===== src/rtl/dma_seq_pkg.sv =====
package dma_seq_pkg;

   typedef enum logic [1:0] {
      SZ_BYTE = 2'b00,
      SZ_HALF = 2'b01,
      SZ_WORD = 2'b10,
      SZ_LINE = 2'b11
   } xfer_size_e;

   typedef enum logic [1:0] {
      SRC_AUTO   = 2'b00,
      SRC_PIN    = 2'b01,
      SRC_PERIPH = 2'b10,
      SRC_AUTO2  = 2'b11
   } req_src_e;

   typedef enum logic [1:0] {
      ST_IDLE,
      ST_BUSREQ,
      ST_READ,
      ST_WRITE
   } seq_state_e;

   // Packed layout defines the control register bit positions (MSB first).
   typedef struct packed {
      logic       irq_en;
      xfer_size_e size;
      logic       burst;
      logic       edge_sel;
      req_src_e   src;
      logic       done;
      logic       en;
   } ctrl_t;

   localparam int CTRL_BITS  = $bits(ctrl_t);
   localparam int LINE_BYTES = 16;
   localparam int BEAT_BYTES = 4;
   localparam int LINE_BEATS = LINE_BYTES / BEAT_BYTES;
   localparam int BEAT_W     = $clog2(LINE_BEATS);

   localparam logic [1:0] SEL_CTRL  = 2'd0;
   localparam logic [1:0] SEL_COUNT = 2'd1;
   localparam logic [1:0] SEL_SRC   = 2'd2;
   localparam logic [1:0] SEL_DST   = 2'd3;

   function automatic logic [4:0] unit_bytes(input xfer_size_e s);
      if (s == SZ_LINE) return 5'(LINE_BYTES);
      return 5'd1 << s;
   endfunction

endpackage


===== src/rtl/dma_chan_regs.sv =====
module dma_chan_regs
   import dma_seq_pkg::*;
#(
   parameter int ADDR_W            = 32,
   parameter int CNT_W             = 16,
   parameter int CFG_W             = 32,
   parameter int CHAN_INDEX        = 0,
   parameter int EDGE_SEL_CHANNELS = 2
) (
   input  logic              clk,
   input  logic              rst_n,
   input  logic              cfg_we,
   input  logic [1:0]        cfg_sel,
   input  logic [CFG_W-1:0]  cfg_wdata,
   output logic [CFG_W-1:0]  cfg_rdata,
   input  logic              unit_done,
   input  logic              set_done,
   output ctrl_t             ctrl,
   output logic [CNT_W-1:0]  count_q,
   output logic [ADDR_W-1:0] src_q,
   output logic [ADDR_W-1:0] dst_q,
   output logic              active,
   output logic              count_is_one,
   output logic              irq
);

   ctrl_t      wr_ctrl;
   logic       ctrl_wr;
   logic       en_q, burst_q, irq_en_q, done_q, edge_q;
   req_src_e   src_sel_q;
   xfer_size_e size_q;
   logic [ADDR_W-1:0] step;

   assign wr_ctrl = ctrl_t'(cfg_wdata[CTRL_BITS-1:0]);
   assign ctrl_wr = cfg_we && (cfg_sel == SEL_CTRL);
   assign step    = ADDR_W'(unit_bytes(size_q));

   always_ff @(posedge clk or negedge rst_n) begin
      if (!rst_n) begin
         en_q      <= 1'b0;
         burst_q   <= 1'b0;
         irq_en_q  <= 1'b0;
         src_sel_q <= SRC_AUTO;
         size_q    <= SZ_BYTE;
      end else if (ctrl_wr) begin
         en_q      <= wr_ctrl.en;
         burst_q   <= wr_ctrl.burst;
         irq_en_q  <= wr_ctrl.irq_en;
         src_sel_q <= wr_ctrl.src;
         size_q    <= wr_ctrl.size;
      end
   end

   // End flag: hardware set wins over a software clear in the same cycle.
   always_ff @(posedge clk or negedge rst_n) begin
      if (!rst_n)                        done_q <= 1'b0;
      else if (set_done)                 done_q <= 1'b1;
      else if (ctrl_wr && !wr_ctrl.done) done_q <= 1'b0;
   end

   generate
      if (CHAN_INDEX < EDGE_SEL_CHANNELS) begin : g_edge_sel
         always_ff @(posedge clk or negedge rst_n) begin
            if (!rst_n)       edge_q <= 1'b0;
            else if (ctrl_wr) edge_q <= wr_ctrl.edge_sel;
         end
      end else begin : g_no_edge_sel
         assign edge_q = 1'b0;
      end
   endgenerate

   always_ff @(posedge clk or negedge rst_n) begin
      if (!rst_n)                                 count_q <= '0;
      else if (cfg_we && cfg_sel == SEL_COUNT)    count_q <= cfg_wdata[CNT_W-1:0];
      else if (unit_done)                         count_q <= count_q - 1'b1;
   end

   always_ff @(posedge clk or negedge rst_n) begin
      if (!rst_n)                                 src_q <= '0;
      else if (cfg_we && cfg_sel == SEL_SRC)      src_q <= cfg_wdata[ADDR_W-1:0];
      else if (unit_done)                         src_q <= src_q + step;
   end

   always_ff @(posedge clk or negedge rst_n) begin
      if (!rst_n)                                 dst_q <= '0;
      else if (cfg_we && cfg_sel == SEL_DST)      dst_q <= cfg_wdata[ADDR_W-1:0];
      else if (unit_done)                         dst_q <= dst_q + step;
   end

   always_comb begin
      ctrl          = '0;
      ctrl.en       = en_q;
      ctrl.done     = done_q;
      ctrl.src      = src_sel_q;
      ctrl.edge_sel = edge_q;
      ctrl.burst    = burst_q;
      ctrl.size     = size_q;
      ctrl.irq_en   = irq_en_q;
   end

   assign active       = en_q && !done_q && (count_q != '0);
   assign count_is_one = (count_q == CNT_W'(1));
   assign irq          = done_q && irq_en_q;

   always_comb begin
      case (cfg_sel)
         SEL_CTRL:  cfg_rdata = CFG_W'(ctrl);
         SEL_COUNT: cfg_rdata = CFG_W'(count_q);
         SEL_SRC:   cfg_rdata = CFG_W'(src_q);
         default:   cfg_rdata = CFG_W'(dst_q);
      endcase
   end

endmodule


===== src/rtl/dma_req_detect.sv =====
module dma_req_detect
   import dma_seq_pkg::*;
(
   input  logic     clk,
   input  logic     rst_n,
   input  logic     dreq_n,
   input  logic     periph_req,
   input  req_src_e src,
   input  logic     edge_sel,
   input  logic     active,
   input  logic     start,
   output logic     req_ok
);

   logic pin_s, pin_p, per_s, per_p;
   logic pin_pend, per_pend;
   logic pin_fall, per_rise;

   always_ff @(posedge clk or negedge rst_n) begin
      if (!rst_n) begin
         pin_s <= 1'b1;
         pin_p <= 1'b1;
         per_s <= 1'b0;
         per_p <= 1'b0;
      end else begin
         pin_s <= dreq_n;
         pin_p <= pin_s;
         per_s <= periph_req;
         per_p <= per_s;
      end
   end

   assign pin_fall = pin_p && !pin_s;
   assign per_rise = per_s && !per_p;

   // Edges are remembered only while the channel can use them.
   always_ff @(posedge clk or negedge rst_n) begin
      if (!rst_n) begin
         pin_pend <= 1'b0;
         per_pend <= 1'b0;
      end else if (!active || start) begin
         pin_pend <= 1'b0;
         per_pend <= 1'b0;
      end else begin
         pin_pend <= pin_pend || pin_fall;
         per_pend <= per_pend || per_rise;
      end
   end

   always_comb begin
      case (src)
         SRC_PIN:    req_ok = edge_sel ? (pin_pend || pin_fall) : !pin_s;
         SRC_PERIPH: req_ok = per_pend || per_rise;
         default:    req_ok = 1'b1;
      endcase
   end

endmodule


===== src/rtl/dma_xfer_fsm.sv =====
module dma_xfer_fsm
   import dma_seq_pkg::*;
(
   input  logic              clk,
   input  logic              rst_n,
   input  logic              active,
   input  logic              req_ok,
   input  logic              burst,
   input  logic              line_mode,
   input  logic              count_is_one,
   input  logic              bus_gnt,
   input  logic              mem_ack,
   output logic              start,
   output logic              unit_done,
   output logic              set_done,
   output logic              bus_req,
   output logic              mem_req,
   output logic              mem_wr,
   output logic [BEAT_W-1:0] beat
);

   seq_state_e        st_q, st_d;
   logic [BEAT_W-1:0] beat_d;

   always_comb begin
      st_d      = st_q;
      beat_d    = beat;
      start     = 1'b0;
      unit_done = 1'b0;
      set_done  = 1'b0;
      case (st_q)
         ST_IDLE: if (active && req_ok) begin
            st_d  = ST_BUSREQ;
            start = 1'b1;
         end
         ST_BUSREQ: if (bus_gnt) st_d = ST_READ;
         ST_READ:   if (mem_ack) st_d = ST_WRITE;
         ST_WRITE: if (mem_ack) begin
            if (line_mode && beat != BEAT_W'(LINE_BEATS - 1)) begin
               beat_d = beat + 1'b1;
               st_d   = ST_READ;
            end else begin
               beat_d    = '0;
               unit_done = 1'b1;
               if (count_is_one) begin
                  set_done = 1'b1;
                  st_d     = ST_IDLE;
               end else if (burst) begin
                  st_d = ST_READ;
               end else begin
                  st_d = ST_IDLE;
               end
            end
         end
         default: st_d = ST_IDLE;
      endcase
   end

   always_ff @(posedge clk or negedge rst_n) begin
      if (!rst_n) begin
         st_q <= ST_IDLE;
         beat <= '0;
      end else begin
         st_q <= st_d;
         beat <= beat_d;
      end
   end

   assign bus_req = (st_q != ST_IDLE);
   assign mem_req = (st_q == ST_READ) || (st_q == ST_WRITE);
   assign mem_wr  = (st_q == ST_WRITE);

endmodule


===== src/rtl/dma_chan_seq.sv =====
module dma_chan_seq
   import dma_seq_pkg::*;
#(
   parameter int ADDR_W            = 32,
   parameter int CNT_W             = 16,
   parameter int CFG_W             = 32,
   parameter int CHAN_INDEX        = 0,
   parameter int EDGE_SEL_CHANNELS = 2
) (
   input  logic              clk,
   input  logic              rst_n,
   input  logic              cfg_we,
   input  logic [1:0]        cfg_sel,
   input  logic [CFG_W-1:0]  cfg_wdata,
   output logic [CFG_W-1:0]  cfg_rdata,
   input  logic              dreq_n,
   input  logic              periph_req,
   output logic              bus_req,
   input  logic              bus_gnt,
   output logic              mem_req,
   output logic              mem_wr,
   output logic [ADDR_W-1:0] mem_addr,
   output logic [1:0]        mem_size,
   input  logic              mem_ack,
   output logic              irq
);

   generate
      if (ADDR_W < 8 || ADDR_W > CFG_W) begin : g_bad_addr_w
         $error("dma_chan_seq: ADDR_W must lie in 8..CFG_W");
      end
      if (CNT_W < 2 || CNT_W > CFG_W) begin : g_bad_cnt_w
         $error("dma_chan_seq: CNT_W must lie in 2..CFG_W");
      end
      if (CFG_W < CTRL_BITS) begin : g_bad_cfg_w
         $error("dma_chan_seq: CFG_W too narrow for the control register");
      end
      if (CHAN_INDEX < 0 || EDGE_SEL_CHANNELS < 0) begin : g_bad_index
         $error("dma_chan_seq: channel index parameters must be non-negative");
      end
   endgenerate

   ctrl_t             ctrl;
   logic [CNT_W-1:0]  count_q;
   logic [ADDR_W-1:0] src_q, dst_q;
   logic              active, count_is_one;
   logic              req_ok, start, unit_done, set_done;
   logic              line_mode;
   logic [BEAT_W-1:0] beat;

   assign line_mode = (ctrl.size == SZ_LINE);

   dma_chan_regs #(
      .ADDR_W(ADDR_W), .CNT_W(CNT_W), .CFG_W(CFG_W),
      .CHAN_INDEX(CHAN_INDEX), .EDGE_SEL_CHANNELS(EDGE_SEL_CHANNELS)
   ) u_regs (
      .clk(clk), .rst_n(rst_n),
      .cfg_we(cfg_we), .cfg_sel(cfg_sel), .cfg_wdata(cfg_wdata), .cfg_rdata(cfg_rdata),
      .unit_done(unit_done), .set_done(set_done),
      .ctrl(ctrl), .count_q(count_q), .src_q(src_q), .dst_q(dst_q),
      .active(active), .count_is_one(count_is_one), .irq(irq)
   );

   dma_req_detect u_req (
      .clk(clk), .rst_n(rst_n),
      .dreq_n(dreq_n), .periph_req(periph_req),
      .src(ctrl.src), .edge_sel(ctrl.edge_sel),
      .active(active), .start(start), .req_ok(req_ok)
   );

   dma_xfer_fsm u_fsm (
      .clk(clk), .rst_n(rst_n),
      .active(active), .req_ok(req_ok), .burst(ctrl.burst),
      .line_mode(line_mode), .count_is_one(count_is_one),
      .bus_gnt(bus_gnt), .mem_ack(mem_ack),
      .start(start), .unit_done(unit_done), .set_done(set_done),
      .bus_req(bus_req), .mem_req(mem_req), .mem_wr(mem_wr), .beat(beat)
   );

   assign mem_addr = (mem_wr ? dst_q : src_q) + ADDR_W'({beat, 2'b00});
   assign mem_size = line_mode ? SZ_WORD : ctrl.size;

endmodule


===== config.mk =====
export PLATFORM = sky130hd
export DESIGN_NAME = dma_chan_seq
export DESIGN_NICKNAME = d
export VERILOG_FILES = /design/src/rtl/dma_seq_pkg.sv /design/src/rtl/dma_chan_regs.sv /design/src/rtl/dma_req_detect.sv /design/src/rtl/dma_xfer_fsm.sv /design/src/rtl/dma_chan_seq.sv
export SDC_FILE = /design/constraint.sdc
export NUM_CORES = 1
export LEC_CHECK = 0
export BUFFER_PORTS_ARGS = -buffer_cell sky130_fd_sc_hd__buf_2
export CORE_ASPECT_RATIO = 0.7
export CORE_UTILIZATION = 30
export CTS_CLUSTER_SIZE = 10
export DETAILED_ROUTE_END_ITERATION = 10
export GPL_TIMING_DRIVEN = 0
export PLACE_DENSITY = 0.44
export SKIP_CTS_REPAIR_TIMING = 1
export SYNTH_ARGS = -nofsm -noshare
export SYNTH_HDL_FRONTEND = slang
export SYNTH_SLANG_ARGS = --single-unit

===== constraint.sdc =====
create_clock -name clk -period 8.2 [get_ports clk]
set_clock_uncertainty 0.2 [all_clocks]
set_input_delay 2.05 -clock clk [delete_from_list [all_inputs] [get_ports clk]]
set_output_delay 2.05 -clock clk [all_outputs]
set_load 0.03 [all_outputs]

==> Word-level counts from Yosys, hierarchy flattened <==
Index checks and enable logic that the tools add are counted.
W data, S select, Z words.
{ "word_totals": {"output_inout_bits": 70, "word_cells": 106, "ff_bits": 99} }
{ "classes": {"muxes": 36, "addsub": 5, "n_reduce_logical": 31, "shifts": 1, "eq_ne": 15} }
{ "ops": {"columns": ["op", "n"], "rows": [
  ["$mux W32", 5],
  ["$pmux W32 S3", 1],
  ["$add A32 B5 Y32", 2],
  ["$add A32 B4 Y32", 1],
  ["$mux W16", 2],
  ["$mux W2", 9],
  ["$eq A16 B1 Y1 const B", 1],
  ["$reduce_bool A16 Y1", 1],
  ["$sub A16 B1 Y16 const B", 1],
  ["$mux W1", 15],
  ["$eq A2 B2 Y1 const B", 6],
  ["$logic_and A1 B1 Y1", 12],
  ["$mux W5", 2],
  ["$reduce_bool A2 Y1", 5],
  ["$pmux W2 S4", 1],
  ["$eq A2 B1 Y1 const B", 3],
  ["$ne A2 B2 Y1 const B", 3],
  ["$logic_not A1 Y1", 5],
  ["$shl A1 B2 Y5 const A", 1],
  ["$logic_not A2 Y1", 2],
  ["$logic_or A1 B1 Y1", 4],
  ["$ne A2 B1 Y1 const B", 2],
  ["$reduce_and A4 Y1", 1],
  ["$add A2 B1 Y2 const B", 1],
  ["other kinds (2)", 2]
]} }

==> Logic depth before layout (Yosys ltp) <==
Gate-level depths: netlist of the first run.
{ "depth": {"ltp_word": 10, "ltp_mapped": 16, "ltp_nobuf": 12} }

==> Modules after synthesis <==
From an unflattened synthesis of the first run, not the netlist that was laid out.
{ "hier_totals": {"hier_cells": 843, "hier_area_um2": 7583.5} }
{ "modules_own_cells": {"columns": ["mod", "instances", "seq_area_each_um2", "cells_each", "area_per_inst_um2"], "rows": [
  ["dma_chan_regs", 1, 2227.1, 631, 5845.6],
  ["dma_chan_seq", 1, 0.0, 165, 1221.2],
  ["dma_xfer_fsm", 1, 100.1, 24, 260.2],
  ["dma_req_detect", 1, 152.6, 23, 256.5]
]} }

==> Least setup slack after synthesis of the first run <==
No wires, ideal clock.
{ "synth_timing": {"path_kind": "register to output", "from": "reg u_fsm.st_q[0]", "to": "out mem_addr[24]", "required_time_ns": 5.950, "stages_incl_launch_ff": 17, "slack_ns": 2.244, "n_path_buf": 4, "arrival_time_ns": 3.706, "cell_sequence": "dfrtp_1 -> buf_6 -> nand2_8 -> inv_4 -> buf_2 -> buf_2 -> clkbuf_1 -> nand2_1 -> nand2_1 -> ha_1 -> fa_1 -> inv_1 -> a221oi_2 -> nand3_1 -> nor4_1 -> xnor2_1 -> mux2i_1"} }
{ "synth_via": {"elab_chain_cells": 3} }
{ "synth_rtl": {"columns": ["element", "line", "text"], "rows": [
  ["start, declared", "dma_xfer_fsm.sv:22", "seq_state_e st_q, st_d;"],
  ["start signal, assigned", "dma_xfer_fsm.sv:64", "st_q <= st_d;"],
  ["$eq A2 B2 Y1", "dma_xfer_fsm.sv:71", "assign mem_wr = (st_q == ST_WRITE);"],
  ["net mem_wr", "dma_chan_seq.sv:21", "output logic mem_wr,"],
  ["$mux W32", "dma_chan_seq.sv:80", "assign mem_addr = (mem_wr ? dst_q : src_q) + ADDR_W'({beat, 2'b00});"],
  ["$add A32 B4 Y32", "dma_chan_seq.sv:80", null],
  ["end, declared", "dma_chan_seq.sv:22", "output logic [ADDR_W-1:0] mem_addr,"]
]} }
The timed path passes the listed nets, and every way through them passes these cells.

==> Worst setup path in the final report of the first run <==
{ "layout_timing": {"from": "reg u_fsm.st_q[0]", "to": "out mem_addr[24]"} }
{ "layout_via": {"elab_chain_cells": 3} }
{ "layout_rtl": {"columns": ["element", "line"], "rows": [
  ["$eq A2 B2 Y1", "dma_xfer_fsm.sv:71"],
  ["$mux W32", "dma_chan_seq.sv:80"],
  ["$add A32 B4 Y32", "dma_chan_seq.sv:80"]
]} }
No other way between the ends.

==> results.md, run 1 <==
- Reg2Reg Launch Point: u_regs.size_q[0]$_DFFE_PN0P_
- Internal: 1.374 mW
- Core Region: 24,740 um^2
- Hold Crit Class: reg -> reg
- P_leak: 3.529 nW
- Top_reg_cell synth: dfrtp_1
- Per-cell routed wire length: 22.67 um
- Setup TNS: 0 ns
- Worst setup path startpoint: u_fsm.st_q[0]$_DFFE_PN0P_
- Post-Syn Instances: 896
- Vias: 7,192
- Post-synthesis sequential area ratio: 32.63%
- First-pass GRT wire length: 45.68 mm
- CTS tree: yes
- Number of fill cells: 2,669
- Die Y-Extent: 135.2 um
- Relative slew slack: 8.204%
- Yosys reg bits: 99
- Max Clk Rate: 132.5 MHz
- Die area: 25,990 um^2
- Drt drc: 0
- Routability cong.: 0.8758
- Fraction of layout cells with a size suffix above 1: 17.92%
- Initial Utilization: 30.72%
- Clock Latency Late Sink: 0.37 ns
- Setup Viol. Count Final: 0
- Mean post-synth cell area: 8.483 um^2
- # clock sinks: 99
- Synth async-reset ratio: 100.0%
- Vias per std cell: 5.343
- Final net count: 1,072
- Hold path startpoint: u_req.pin_s$_DFF_PN1_
- Initial antenna violation count: 0
- Logic gate share of total power: 53.7%
- Pwr per Cell Area: 302.7 nW/um^2
- Total GRT Usage: 24.16%
- Row cnt: 48
- First-pass DRT Iterations: 7
- Routed Antenna Nets: 0
- Switching power: 1.323 mW
- Ant diodes: 0
- Ports: 111
- Tcrit/Tclk final: 92.06%
- Required @ worst endpoint: 5.95 ns
- CP max FO: 10
- CP max stage cell: clkbuf_1
- Sequential power share: 28.1%
- Max Slew Vio Count: 0
- P&R area growth vs syn: 17.19%
- VDD IR max: 0.1396 mV
- Syn_nets: 952
- Hold Vio Cnt, Final: 0
- H-tree levels: 3
- Port buffer count: 108
- Overflow after GRT: 0
- Root Buffer: clkbuf_16
- Critical Path End Type: primary output
- Clock buffer count from CTS: 9
- Die width: 192.3 um
- Crit Path Category: reg -> out
- Critical path's most frequent cell: buf_2
- Unrepaired setup endpoints after global routing: false
- Cell variety after synth: 74
- Worst-Margin Slew: 1.364 ns
- Min Clock Period, post-route: 7.549 ns
- Post-synth EDFFs: 0
- Yosys warning total: 0
- CP startpoint kind: register
- Clock power frac: 18.2%
- Largest net degree at the start of global routing: 62
- Arrival @ worst endpoint: 5.30 ns
- Max-cap check violation count: 0
- HPWL after detailed placement: 23.13 mm
- Vias in the first global route: 6,906
- Worst stage delay on the critical path: 0.74 ns
- Post-Syn Area: 7601 um^2
- Sw Share: 49.06%
- Tot Pwr: 2.696 mW
- Clock buffer depth: 2
- Worst path cell trace: buf_6, nand2_8, inv_4, buf_2, buf_2, clkbuf_1, nand2_1, nand2_1, ha_1, fa_1, inv_1, a221oi_2, nand3_1, nor4_1, xnor2_1, mux2i_1, buf_2
- WL final: 30.51 mm
- Initial DRC count: 596
- Run status: complete, no violations
- Clock transition at path regs: 0.07 ns
==> final cells by class <==
cell class / instances / area, um^2 / share of cell area, %
Sequential cell: 99 / 2480 / 27.84
Tap cell: 325 / 406.6 / 4.565
Clock buffer: 12 / 246.5 / 2.767
Multi-Input combinational cell: 714 / 4770 / 53.55
Clock inverter: 4 / 75.07 / 0.8428
Timing Repair Buffer: 109 / 570.5 / 6.405
Inverter: 23 / 88.84 / 0.9973
Buffer: 60 / 270.3 / 3.034
==> cells in the final DEF, fill, tap and decap left out, types with 15 or more instances in the layout <==
cell type and instances:
xor2_1 29, nor2b_1 20, dfrtp_1 97, nor3_1 27
a21oi_1 58, nor2_1 96, clkbuf_1 47, nand3_1 30
nand2_1 102, buf_2 115, o21ai_0 43, mux2i_1 44
inv_1 22, nand4_1 18, nor4_1 16, mux2_2 15
xnor2_1 71
==> worst paths after layout <==
path	to	slack, ns	cells after the start
setup / recovery	mem_addr[24]	0.65	17
hold / removal	u_req.pin_p$_DFF_PN1_	0.18	0
setup reg to reg	u_regs.dst_q[31]$_DFFE_PN0P_	4.57	8
hold reg to reg	u_req.pin_p$_DFF_PN1_	0.18	0
max in group asynchronous	u_req.pin_s$_DFF_PN1_	5.58	2
min in group asynchronous	u_regs.count_q[10]$_DFFE_PN0P_	1.47	1
==> metal layers <==
| metal | vias to the layer above | global-route usage [%] | part of all wire, % |
|---|---|---|---|
| met5 | - | 0 | 0 |
| met4 | 0 | 4.418 | 0.91 |
| met3 | 18 | 4.248 | 5.8 |
| met2 | 233 | 33.67 | 41 |
| met1 | 3552 | 38.28 | 53 |
| li1 | 3389 | - | - |
==> Yosys cell counts (all sizes together) (15+ instances only) <==
| cell type | count | area, um^2 |
|---|---|---|
| xor2 | 29 | 254.0 |
| dfrtp | 97 | 2427 |
| nor2 | 97 | 366.6 |
| nand3 | 31 | 160.1 |
| xnor2 | 71 | 621.9 |
| mux2i | 44 | 440.4 |
| clkbuf | 46 | 173.9 |
| mux2 | 15 | 168.9 |
| nor3 | 31 | 181.4 |
| o21ai | 44 | 220.2 |
| nand4 | 18 | 112.6 |
| nor4 | 17 | 121.4 |
| a21oi | 58 | 290.3 |
| inv | 23 | 88.84 |
| nor2b | 20 | 125.1 |
| nand2 | 103 | 402.9 |
==> registers in the layout, indices dropped and copies added (netlist names), 2 cells and up <==
register,flops
u_fsm.beat,2
u_regs.size_q,2
u_fsm.st_q,2
u_regs.count_q,16
u_regs.src_q,32
u_regs.dst_q,32
u_regs.src_sel_q,2
==> cell families (layout without fill, tap and decap cells) <==
logic type / Yosys count / count (layout) / share of synthesized area [%]
multiplexers: 68 / 68 / 10.68
buffers and inverters: 83 / 208 / 4.724
adder cells (fa/ha/maj): 16 / 16 / 2.700
XOR/XNOR: 100 / 100 / 11.52
AND/OR/NAND/NOR: 373 / 373 / 24.77
AO/OA/AOI/OAI: 157 / 157 / 12.97
flip-flops: 99 / 99 / 32.63
==> critical path: cells and delay by family (launching register included) <==
kind	cells	cell delay, ns
xor+xnor	1	0.10
mux	1	0.19
buf+inv	7	2.07
fa+ha+maj	2	0.43
simple gates	5	1.38
compound gates	1	0.34
flops	1	0.38
==> power by group through the flow <==
stage,logic (mW),clock network (mW),registers (mW)
CTS,1.45,0.496,0.753
finish,1.45,0.490,0.757
floorplan,1.04,0,0.703
global placement,1.44,0,0.763
detailed placement,1.44,0,0.762
global route,1.57,0.513,0.774
==> through the flow <==
step | hold slack, ns | utilization (%) | cells | setup WS (ns) | cell area, um^2
floorplan | 0.1465 | - | 896 | 2.244 | 7601
global placement | 0.1494 | 34.55 | 1329 | 1.249 | 8548
detailed placement | 0.1675 | 34.70 | 1330 | 1.188 | 8586
CTS | 0.1781 | 36.00 | 1346 | 0.7588 | 8907
finish | 0.1771 | 36.00 | 1346 | 0.6512 | 8907
global route | 0.1815 | 36.00 | 1346 | 0.4003 | 8907
Power figures use the tool's default switching activity.
==> run 2: changes to the inputs <==
--- a/config.mk
+++ b/config.mk
@@ -5,13 +5,13 @@
 export SDC_FILE = /design/constraint.sdc
 export NUM_CORES = 1
 export LEC_CHECK = 0
-export BUFFER_PORTS_ARGS = -buffer_cell sky130_fd_sc_hd__buf_2
+export BUFFER_PORTS_ARGS = -buffer_cell sky130_fd_sc_hd__buf_4
 export CORE_ASPECT_RATIO = 0.7
-export CORE_UTILIZATION = 30
+export CORE_UTILIZATION = 40
 export CTS_CLUSTER_SIZE = 10
 export DETAILED_ROUTE_END_ITERATION = 10
 export GPL_TIMING_DRIVEN = 0
-export PLACE_DENSITY = 0.44
+export PLACE_DENSITY = 0.56
 export SKIP_CTS_REPAIR_TIMING = 1
 export SYNTH_ARGS = -nofsm -noshare
 export SYNTH_HDL_FRONTEND = slang
==> results.md, run 2 (synthesized netlist as in run 1, its figures left out) <==
- Run status: complete, no violations
- # clock sinks: 99 (unchanged)
- Hold Crit Class: reg -> reg
- Total GRT Usage: 28.74% (+4.6 points)
- Reg2reg path depth: 8 (unchanged)
- Tot Pwr: 2.691 mW (-0.20%)
- Min Clock Period, post-route: 7.259 ns (-0.2902 ns)
- Routed Antenna Nets: 0 (unchanged)
- First-pass DRT Iterations: 7 (unchanged)
- GR Util met2: 40.86% (+7.2 points)
- Hold slack: 0.1738 ns (-0.003301 ns)
- Hold path startpoint: u_req.per_s$_DFF_PN0_
- Setup TNS: 0 ns (unchanged)
- R2r setup slk: 4.78 ns (+0.21 ns)
- Family with the most delay on the worst path: buffers and inverters
- M1 GR Usage: 44.44% (+6.2 points)
- Arrival @ worst endpoint: 5.01 ns (-0.29 ns)
- CP max FO: 10 (unchanged)
- Core Region: 18,310 um^2 (-26%)
- Routability cong.: 0.8970 (+2.4%)
- Ports: 111 (unchanged)
- Worst stage delay on the critical path: 0.66 ns (-0.08 ns)
- Fraction of layout cells with a size suffix above 1: 17.83% (-0.098 points)
- Pwr per Cell Area: 298.3 nW/um^2 (-1.4%)
- Required @ worst endpoint: 5.95 ns (about the same)
- Cell depth of the worst setup path: 17 (unchanged)
- Non-filler instance count after layout: 1,257 (-6.6%)
- Reg2Reg Launch Point: u_regs.size_q[0]$_DFFE_PN0P_
- Vias: 7,312 (+1.7%)
- P_leak: 3.592 nW (+1.8%)
- Max Clk Rate: 137.8 MHz (+4.0%)
- Per-cell routed wire length: 21.96 um (-3.1%)
- Vias per std cell: 5.817 (+8.9%)
- Setup ws final: 0.9414 ns (+0.2902 ns)
- Clock Latency Late Sink: 0.36 ns (about the same)
- Clock buffer count from CTS: 9 (unchanged)
- Clock buffer depth: 2 (unchanged)
- Commonest non-fill, non-tap cell in the layout: buf_4
- HPWL after detailed placement: 20.62 mm (-11%)
- Initial antenna violation count: 0 (unchanged)
- Unrepaired setup endpoints after global routing: false
- First-pass GRT wire length: 42.27 mm (-7.5%)
- Most frequent cells in the layout: buf_4, nand2_1, dfrtp_1
- Die area: 19,570 um^2 (-25%)
- Clock transition at path regs: 0.07 ns (about the same)
- Max Slew Vio Count: 0 (unchanged)
- Met3 usage: 6.244% (+2.0 points)
- Root Buffer: clkbuf_16
- Initial Utilization: 41.50% (+11 points)
- Relative slew slack: 17.95% (+9.8 points)
- Max-cap check violation count: 0 (unchanged)
- Die Y-Extent: 117.3 um (-13%)
- Grt peak-use layer: met1
- Critical Path End Type: primary output
- Tcrit/Tclk final: 88.52% (-3.5 points)
- Overflow after GRT: 0 (unchanged)
- Placed cells: 1,240 (-6.8%)
- Hold path depth: 0 (unchanged)
- Drt drc: 0 (unchanged)
- Worst path cell trace: buf_6, nand2_8, inv_4, buf_2, buf_2, clkbuf_1, nand2_1, nand2_1, ha_1, fa_1, inv_1, a221oi_2, nand3_1, nor4_1, xnor2_1, mux2i_1, buf_4
- Final net count: 1,072 (unchanged)
- Row cnt: 41 (-15%)
- H-tree levels: 3 (unchanged)
- VDD IR max: 0.1274 mV (-8.8%)
- Hold Path End: u_req.per_p$_DFF_PN0_
- Ant diodes: 0 (unchanged)
- Initial DRC count: 822 (+38%)
- Worst-Margin Slew: 1.219 ns (-0.1449 ns)
- P&R area growth vs syn: 18.67%
- CP startpoint kind: register
- Largest net degree at the start of global routing: 100 (+61%)
- CTS tree: yes
- CP max stage cell: clkbuf_1
- Die width: 166.8 um (-13%)
- Dpl ws: 1.415 ns (+0.2266 ns)
- CP bufs+invs: 7 (unchanged)
- Crit Path Category: reg -> out
- R2R Path End: u_regs.dst_q[31]$_DFFE_PN0P_
- Port buffer count: 108 (unchanged)
- Biggest regs: u_regs.dst_q x32, u_regs.src_q x32, u_regs.count_q x16
- WL final: 27.61 mm (-9.5%)
- Setup Viol. Count Final: 0 (unchanged)
- Vias in the first global route: 6,842 (-0.93%)
- Hold Vio Cnt, Final: 0 (unchanged)
## run 2: cell types whose count changed in the layout (fill, tap and decap cells not counted), sizes merged
cell / previous run / this run
clkinv: 0 / 1
clkbuf: 58 / 59
bufinv: 2 / 0
## run 2: layout make-up
| type | count | area [um^2] |
|---|---|---|
| multi-input combinational | 714 | 4770 |
| clock buffer | 13 | 250.2 |
| fill | 1847 | 9294 |
| clock inverter | 3 | 23.77 |
| timing repair buffer | 109 | 842.1 |
| buffer | 60 | 270.3 |
| sequential | 99 | 2480 |
| inverter | 23 | 88.84 |
| tap | 236 | 295.3 |
## run 2: per-layer routing
metal	routed length [um]	share of wire, %
met3	2307	8.4
met1	13550	49
met5	0	0
met4	343	1.2
met2	11400	41
## run 2: stage by stage
step | cell area (um^2) | util [%]
after floorplan | 7601 | -
after global placement | 8707 | 47.54
after detailed placement | 8707 | 47.54
after CTS | 8981 | 49.04
after global routing | 9020 | 49.25
final | 9020 | 49.25
## run 2: how the worst max path moves through the flow
stage,startpoint,to,slack (ns)
2_1_floorplan,u_fsm.st_q[0]$_DFFE_PN0P_,mem_addr[24],2.24
3_3_place_gp,cfg_sel[1],cfg_rdata[7],1.44
3_5_place_dp,cfg_sel[1],cfg_rdata[7],1.41
4_1_cts,u_fsm.st_q[1]$_DFFE_PN0P_,mem_addr[24],1.06
5_1_grt,u_fsm.st_q[0]$_DFFE_PN0P_,mem_addr[24],0.64
6_report,u_fsm.st_q[0]$_DFFE_PN0P_,mem_addr[24],0.94
## run 2: power breakdown
group          switching (mW)  total [mW]  internal, mW
Clock                   0.203       0.419         0.216
Combinational           0.943        1.52         0.576
Sequential              0.154       0.754         0.600
Total                    1.30        2.69          1.39
